File: config.mk
export PLATFORM = sky130hd
export DESIGN_NAME = pcic_top
export DESIGN_NICKNAME = d
export VERILOG_FILES = /design/src/rtl/pcic_pkg.sv /design/src/rtl/pcic_sync.sv /design/src/rtl/pcic_edge.sv /design/src/rtl/pcic_status.sv /design/src/rtl/pcic_regif.sv /design/src/rtl/pcic_top.sv
export SDC_FILE = /design/constraint.sdc
export NUM_CORES = 1
export LEC_CHECK = 0
export CELL_PAD_IN_SITES_DETAIL_PLACEMENT = 1
export CELL_PAD_IN_SITES_GLOBAL_PLACEMENT = 2
export CORE_ASPECT_RATIO = 0.7
export CORE_MARGIN = 2
export CORE_UTILIZATION = 46
export DETAILED_ROUTE_END_ITERATION = 10
export DONT_BUFFER_PORTS = 1
export MAX_ROUTING_LAYER = met4
export PLACE_DENSITY = 0.8
export SLEW_MARGIN = 20
export SYNTH_ARGS = -nofsm -noshare
export SYNTH_HDL_FRONTEND = slang
export SYNTH_HIERARCHICAL = 1
export SYNTH_SLANG_ARGS = --single-unit
File: constraint.sdc
create_clock -name clk_i -period 3.2 [get_ports clk_i]
set_input_delay 0.16 -clock clk_i [delete_from_list [all_inputs] [get_ports clk_i]]
set_output_delay 0.16 -clock clk_i [all_outputs]
set_load 0.02 [all_outputs]
File: src/rtl/pcic_pkg.sv
package pcic_pkg;
  // byte addresses of the register words
  localparam int unsigned OFS_MASK_CLR  = 32'h40;
  localparam int unsigned OFS_MASK_SET  = 32'h44;
  localparam int unsigned OFS_MASK_RD   = 32'h48;
  localparam int unsigned OFS_STATUS_RD = 32'h4C;
endpackage

File: src/rtl/pcic_sync.sv
module pcic_sync #(
  parameter int unsigned N_LINES = 32,
  parameter int unsigned STAGES  = 2
) (
  input  logic               clk_i,
  input  logic               rst_ni,
  input  logic [N_LINES-1:0] d_i,
  output logic [N_LINES-1:0] q_o
);
  logic [STAGES-1:0][N_LINES-1:0] stage_q;

  always_ff @(posedge clk_i or negedge rst_ni) begin
    if (!rst_ni) begin
      stage_q <= '0;
    end else begin
      stage_q[0] <= d_i;
      for (int s = 1; s < STAGES; s++) stage_q[s] <= stage_q[s-1];
    end
  end

  assign q_o = stage_q[STAGES-1];
endmodule

File: src/rtl/pcic_edge.sv
module pcic_edge #(
  parameter int unsigned N_LINES   = 32,
  parameter int unsigned PRIME_CYC = 3
) (
  input  logic               clk_i,
  input  logic               rst_ni,
  input  logic [N_LINES-1:0] sync_i,
  output logic [N_LINES-1:0] event_o
);
  localparam int unsigned CNT_W = $clog2(PRIME_CYC + 1);

  logic [N_LINES-1:0] prev_q;
  logic [CNT_W-1:0]   cnt_q;
  logic               primed;

  // edges are suppressed until the pipeline holds real samples
  assign primed = (cnt_q == CNT_W'(PRIME_CYC));

  always_ff @(posedge clk_i or negedge rst_ni) begin
    if (!rst_ni) begin
      prev_q <= '0;
      cnt_q  <= '0;
    end else begin
      prev_q <= sync_i;
      if (!primed) cnt_q <= cnt_q + 1'b1;
    end
  end

  assign event_o = primed ? (sync_i ^ prev_q) : '0;
endmodule

File: src/rtl/pcic_status.sv
module pcic_status #(
  parameter int unsigned N_LINES = 32
) (
  input  logic               clk_i,
  input  logic               rst_ni,
  input  logic [N_LINES-1:0] event_i,
  input  logic               clr_i,
  output logic [N_LINES-1:0] status_o
);
  for (genvar i = 0; i < N_LINES; i++) begin : g_bit
    logic bit_q;
    // a new event wins over a clearing read in the same cycle
    always_ff @(posedge clk_i or negedge rst_ni) begin
      if (!rst_ni)         bit_q <= 1'b0;
      else if (event_i[i]) bit_q <= 1'b1;
      else if (clr_i)      bit_q <= 1'b0;
    end
    assign status_o[i] = bit_q;
  end
endmodule

File: src/rtl/pcic_regif.sv
module pcic_regif
  import pcic_pkg::*;
#(
  parameter int unsigned N_LINES = 32,
  parameter int unsigned DATA_W  = 32,
  parameter int unsigned ADDR_W  = 8
) (
  input  logic               clk_i,
  input  logic               rst_ni,
  input  logic               bus_sel_i,
  input  logic               bus_wr_i,
  input  logic [ADDR_W-1:0]  bus_addr_i,
  input  logic [DATA_W-1:0]  bus_wdata_i,
  input  logic [N_LINES-1:0] status_i,
  output logic [N_LINES-1:0] mask_o,
  output logic               rd_status_o,
  output logic [DATA_W-1:0]  bus_rdata_o
);
  logic wr_en, rd_en;
  logic hit_clr, hit_set, hit_mask, hit_stat;
  logic [N_LINES-1:0] wbits;
  logic [N_LINES-1:0] mask_q;

  assign wr_en    = bus_sel_i &  bus_wr_i;
  assign rd_en    = bus_sel_i & ~bus_wr_i;
  assign hit_clr  = (bus_addr_i == ADDR_W'(OFS_MASK_CLR));
  assign hit_set  = (bus_addr_i == ADDR_W'(OFS_MASK_SET));
  assign hit_mask = (bus_addr_i == ADDR_W'(OFS_MASK_RD));
  assign hit_stat = (bus_addr_i == ADDR_W'(OFS_STATUS_RD));
  assign wbits    = bus_wdata_i[N_LINES-1:0];

  always_ff @(posedge clk_i or negedge rst_ni) begin
    if (!rst_ni)                mask_q <= '0;
    else if (wr_en && hit_set)  mask_q <= mask_q | wbits;
    else if (wr_en && hit_clr)  mask_q <= mask_q & ~wbits;
  end

  always_comb begin
    bus_rdata_o = '0;
    if (rd_en && hit_mask)      bus_rdata_o = DATA_W'(mask_q);
    else if (rd_en && hit_stat) bus_rdata_o = DATA_W'(status_i);
  end

  assign rd_status_o = rd_en & hit_stat;
  assign mask_o      = mask_q;
endmodule

File: src/rtl/pcic_top.sv
module pcic_top #(
  parameter int unsigned N_LINES     = 32,
  parameter int unsigned DATA_W      = 32,
  parameter int unsigned ADDR_W      = 8,
  parameter int unsigned SYNC_STAGES = 2
) (
  input  logic               clk_i,
  input  logic               rst_ni,
  input  logic [N_LINES-1:0] line_i,
  input  logic               bus_sel_i,
  input  logic               bus_wr_i,
  input  logic [ADDR_W-1:0]  bus_addr_i,
  input  logic [DATA_W-1:0]  bus_wdata_i,
  output logic [DATA_W-1:0]  bus_rdata_o,
  output logic               irq_o
);
  localparam int unsigned PRIME_CYC = SYNC_STAGES + 1;

  logic [N_LINES-1:0] sync_w;
  logic [N_LINES-1:0] event_w;
  logic [N_LINES-1:0] status_w;
  logic [N_LINES-1:0] mask_w;
  logic               rd_status_w;

  pcic_sync #(.N_LINES(N_LINES), .STAGES(SYNC_STAGES)) u_sync (
    .clk_i (clk_i), .rst_ni (rst_ni), .d_i (line_i), .q_o (sync_w)
  );

  pcic_edge #(.N_LINES(N_LINES), .PRIME_CYC(PRIME_CYC)) u_edge (
    .clk_i (clk_i), .rst_ni (rst_ni), .sync_i (sync_w), .event_o (event_w)
  );

  pcic_status #(.N_LINES(N_LINES)) u_status (
    .clk_i (clk_i), .rst_ni (rst_ni), .event_i (event_w),
    .clr_i (rd_status_w), .status_o (status_w)
  );

  pcic_regif #(.N_LINES(N_LINES), .DATA_W(DATA_W), .ADDR_W(ADDR_W)) u_regif (
    .clk_i       (clk_i),
    .rst_ni      (rst_ni),
    .bus_sel_i   (bus_sel_i),
    .bus_wr_i    (bus_wr_i),
    .bus_addr_i  (bus_addr_i),
    .bus_wdata_i (bus_wdata_i),
    .status_i    (status_w),
    .mask_o      (mask_w),
    .rd_status_o (rd_status_w),
    .bus_rdata_o (bus_rdata_o)
  );

  assign irq_o = |(status_w & mask_w);
endmodule

* After elaboration in Yosys (flattened, before gate mapping)
Index checks and enable logic that the tools add are counted.
** Storage, ports and cells
- Flip-flop bits (word level) :: 162
- Input port bits :: 76
- Output and inout port bits :: 33
- Word-level logic and storage cells :: 128
** Operators by class
- $add $sub $neg :: 1
- Eq/ne operators :: 5
- Mux-type cells :: 38
- Bitwise logic cells :: 9
- Reduce and logical (&&, ||, !) cells :: 38
** Operators with widths (count)
- $mux 32 :: 5
- $reduce_bool 2->1 :: 33
- $and 32x32->32 :: 2
- $mux 1 :: 33
- $eq 8x7->1 const B :: 4
- $not 32->32 :: 1
- $or 32x32->32 :: 1
- $reduce_or 32->1 :: 1
- $xor 32x32->32 :: 1
- $logic_and 1x1->1 :: 4
- $and 1x1->1 :: 3
- $add 2x1->2 const B :: 1
- $eq 2x2->1 const B :: 1
- $not 1->1 :: 1

* Logic depth before layout (Yosys ltp)
- Depth after elaboration :: 5
- Depth in mapped cells :: 6
- Depth with buffers taken out :: 4

* Modules after synthesis
Netlist, hierarchy kept.
** By module, submodules not included
- pcic_regif :: instances 1, cells each 185, area an instance 1970.6 um2, seq. area each 800.8 um2
- pcic_sync :: instances 1, cells each 96, area an instance 1841.8 um2, seq. area each 1601.5 um2
- pcic_edge :: instances 1, cells each 105, area an instance 1431.4 um2, seq. area each 850.8 um2
- pcic_status :: instances 1, cells each 100, area an instance 1321.3 um2, seq. area each 800.8 um2
- pcic_top :: instances 1, cells each 21, area an instance 157.7 um2, seq. area each 0.0 um2

* Worst setup path after synthesis
Ideal clock, no wire load.
- Path type :: register to output
- Start point :: reg u_status.g_bit[0].bit_q
- End point :: out irq_o
- Arrival time :: 1.375 ns
- Required time :: 3.040 ns
- Slack :: 1.665 ns
- Cell stages (with the launch flop) :: 5
- Path buffers :: 1
- Cell sequence :: dfrtp_1 > buf_4 > a22oi_1 > nand4_1 > or4_1
** On the way
- Cells in the longest elaborated chain, start to end :: 2
** Ends and longest elaborated chain
- start: declaration :: line pcic_status.sv:11 : logic bit_q;
- start signal: assignment :: line pcic_status.sv:14 : if (!rst_ni) bit_q <= 1'b0;
- start signal: assignment :: line pcic_status.sv:15 : else if (event_i[i]) bit_q <= 1'b1;
- start signal: assignment :: line pcic_status.sv:16 : else if (clr_i) bit_q <= 1'b0;
- $and 32x32->32 :: line pcic_top.sv:51 : assign irq_o = |(status_w & mask_w);
- $reduce_or 32->1 :: line pcic_top.sv:51
- end: declaration :: line pcic_top.sv:15 : output logic irq_o
Every way passes these cells.

==> results.yml <==
synthesis:
  ys_types: 27
  ys_async_sr_fraction_pct: 100
  synth_commonest_cells: "sky130_fd_sc_hd__dfrtp_1, sky130_fd_sc_hd__buf_4, sky130_fd_sc_hd__nand4_1"
  synth_largest_type_area_fraction_pct: 60.3
  synth_enable_flop_cells: 0
  synth_area_leaders: "sky130_fd_sc_hd__dfrtp_1, sky130_fd_sc_hd__buf_4, sky130_fd_sc_hd__mux2i_1, sky130_fd_sc_hd__mux2_2, sky130_fd_sc_hd__xor2_1"
  postSynthAreaPerCell_um2: 13.3
  synth.yosys.warnings: 6
  dominant_cell_by_count_in_the_synthesized_netlist: "sky130_fd_sc_hd__dfrtp_1"
  yosysTopAreaCell: "sky130_fd_sc_hd__dfrtp_1"
  synth_ff_type: "sky130_fd_sc_hd__dfrtp_1"
  synth.net_count: 585
  synth-seq-cells: 162
  gate_count_of_the_mapped_netlist: 507
  proportion_of_synthesized_chip_area_in_sequential_cells_pct: 60.3
  synth.cell_area_um2: 6720
floorplanning:
  rows: 36
  top_level_ports: 109
  initial_utilization_pct: 47.7
  core_area_um2: 14100
  die_y_um: 105
  die_area_um2: 15600
  die_x_um: 148
global_route:
  antenna_found_initial: 0
  grt_pass1_wl_um: 23000
  grt_max_degree: 163
  final_global_route_overflow_total: 0
  number_of_global_route_vias_before_repair: 4069
  grt_busiest_layer: "met2"
  grt_usage_pct: 20.5
  grt.met1_usage_pct: 26.3
  groute.layer.met3.usage_pct: 6.38
  groute.layer.met2.usage_pct: 31.9
pwr:
  power.ir.vdd_worst_v: 0.000329
  power.leakage_nw: 3.30
  power_mw: 4.44
  power_density_nw_per_um2: 578
worst_setup_path:
  critical_path_endpoint_category: "output port"
  wp_data_required_ns: 3.04
  worstPathMaxFanout: 3
  timing.setup.critical_path_class: "reg2out"
  critPathSlowestCell: "sky130_fd_sc_hd__or4_1"
  timing.critical_path.cells: "a22oi_1 -> nand4_1 -> or4_1"
  timing.critical_path.arrival_ns: 1.97
  timing.critical_path.from_type: "flop"
  cpLargestDelayFamily: "simple AND/OR/NAND/NOR gates"
  combined_buffer_and_inverter_count_along_the_critical_path: 0
  critPathMaxStageDelay_ns: 0.73
outcome:
  outcome: "finished with violations"
  violations: "negative hold slack"
timing:
  finalMaxSlewViolations: 0
  timing.setup.tns_ns: 0
  tightest_slew_ns: 0.808
  post-route-min-period_ns: 2.13
  maximum_clock_frequency_ghz: 0.469
  tightest_slew_margin_relative_to_the_limit_pct: 46.0
  hold_viol: 162
  final.setup_skew_ns: 0.00836
  hold_ws_ns: -0.564
  unrepaired_setup_endpoints_after_global_routing: "false"
  final_cycle_share_pct: 66.7
  final-setup-viol-count: 0
clock_network:
  clock_insertion_delay_worst_skew_ns: 0.42
  cts_tree: "yes"
  cts.sink_count: 162
  clk_transition_reported_paths_ns: 0.06
  tritoncts.num_buffers: 17
  cts-root-buf: "sky130_fd_sc_hd__clkbuf_16"
  postCtsHoldBufs: 65
  post-cts-setup-buffer-count: 0
  post_cts_resize_count: 0
  cts_max_level: 4
  clock_path_buffers: 2
route:
  drcViolationCount: 0
  total_iterations_of_the_first_detailed_routing_run: 4
  drt_iter0_drc: 187
  wl_um: 14500
  ant_nets: 0
  routed_wire_length_per_instance_um: 20.3
  vias: 3781
  detail_route.vias_per_cell: 5.29
cells_and_area:
  sequential_cell_area_um2: 4050
  area_growth_pct: 14.2
  fill_cells: 1390
  instances_no_fill: 715
  multi_input_comb_area_um2: 2050
  final_net_count: 591
  antennaDiodeCount: 0
  share_of_layout_cells_above_drive_strength_1_pct: 19.8
  final_util_pct: 54.5
worst_hold_path:
  timing.hold.worst.class: "in2async"
placed_design:
  place_inst: 619
  finalWeightedCongestion: 0.749
  post-dp-hpwl_um: 8510
  io_buffer_count: 0
flow_run:
  drv_cap: 0
[final cells by class]
cell class	count	area share [%]
sequential	162	52.8
inverter	1	0.0489
clock buffer	28	6.86
clock inverter	3	0.880
tap	190	3.10
timing repair buffer	76	9.68
multi-input combinational	255	26.6
[logic make-up (layout without fill, tap and decap cells)]
logic type               count (synthesis)  count (layout)  synth area share (%)
XOR/XNOR                                33              33                  4.30
AO/OA/AOI/OAI                           48              48                  5.47
buffers and inverters                   90             108                  9.51
AND/OR/NAND/NOR                        107             107                  9.75
adder cells (fa/ha/maj)                  2               2                 0.372
multiplexers                            65              65                  10.3
flip-flops                             162             162                  60.3
[metrics by stage]
step | instance area, um2 | worst slack (ns)
final | 7680 | 1.07
after CTS | 7680 | 1.07
after global routing | 7680 | 1.01
after global placement | 6420 | 1.17
after floorplan | 6720 | 1.67
after detailed placement | 6420 | 1.14
[worst paths after layout]
check,cells after the start,to,startpoint,slack (ns)
min in group clk_i,2,flop,bus_addr_i[2],0.09
max reg2reg,3,u_status/g_bit[30].bit_q,u_edge/cnt_q[0],1.79
max,3,irq_o,flop,1.07
max in group asynchronous,0,u_sync/q_o[14],rst_ni,3.59
min reg2reg,0,u_sync/q_o[21],u_sync/stage_q[21],0.35
min,0,u_status/g_bit[21].bit_q,rst_ni,-0.56
[cell usage in the layout, fill, tap and decap left out]
cell type,Yosys,routed
sky130_fd_sc_hd__clkinvlp_4,0,1
sky130_fd_sc_hd__dlygate4sd3_1,0,64
sky130_fd_sc_hd__mux2_2,25,25
sky130_fd_sc_hd__dfrtp_1,162,162
sky130_fd_sc_hd__or4_1,1,1
sky130_fd_sc_hd__nor2_1,32,32
sky130_fd_sc_hd__bufinv_16,0,2
sky130_fd_sc_hd__buf_12,0,1
sky130_fd_sc_hd__nor2b_1,2,1
sky130_fd_sc_hd__a22oi_1,15,15
sky130_fd_sc_hd__and2_2,32,32
sky130_fd_sc_hd__xnor2_1,1,1
sky130_fd_sc_hd__nand3_2,0,1
sky130_fd_sc_hd__ha_1,2,1
sky130_fd_sc_hd__a21o_2,2,2
sky130_fd_sc_hd__a21o_1,30,30
sky130_fd_sc_hd__a22oi_2,1,1
sky130_fd_sc_hd__nand4_1,36,36
sky130_fd_sc_hd__clkbuf_8,0,6
sky130_fd_sc_hd__clkbuf_1,5,5
sky130_fd_sc_hd__buf_4,65,11
sky130_fd_sc_hd__mux2i_1,32,32
sky130_fd_sc_hd__nor3b_4,0,1
sky130_fd_sc_hd__xor2_1,32,32
sky130_fd_sc_hd__mux2_1,8,8
sky130_fd_sc_hd__clkbuf_16,0,17
sky130_fd_sc_hd__inv_2,1,1
sky130_fd_sc_hd__and4_1,1,1
sky130_fd_sc_hd__nor4b_4,1,1
sky130_fd_sc_hd__nor2b_2,0,1
sky130_fd_sc_hd__ha_2,0,1
[power by group]
part           internal, mW  switching, mW
clock network          1.27          0.768
registers              2.12         0.0390
logic                 0.141         0.0995
[metal layers]
metal / share of wire [%] / vias to the layer above
met5: 0 / -
met4: 1.0 / 0
met3: 6.1 / 15
met2: 48 / 93
met1: 45 / 1982
li1: - / 1691
Power figures use the tool's default switching activity.
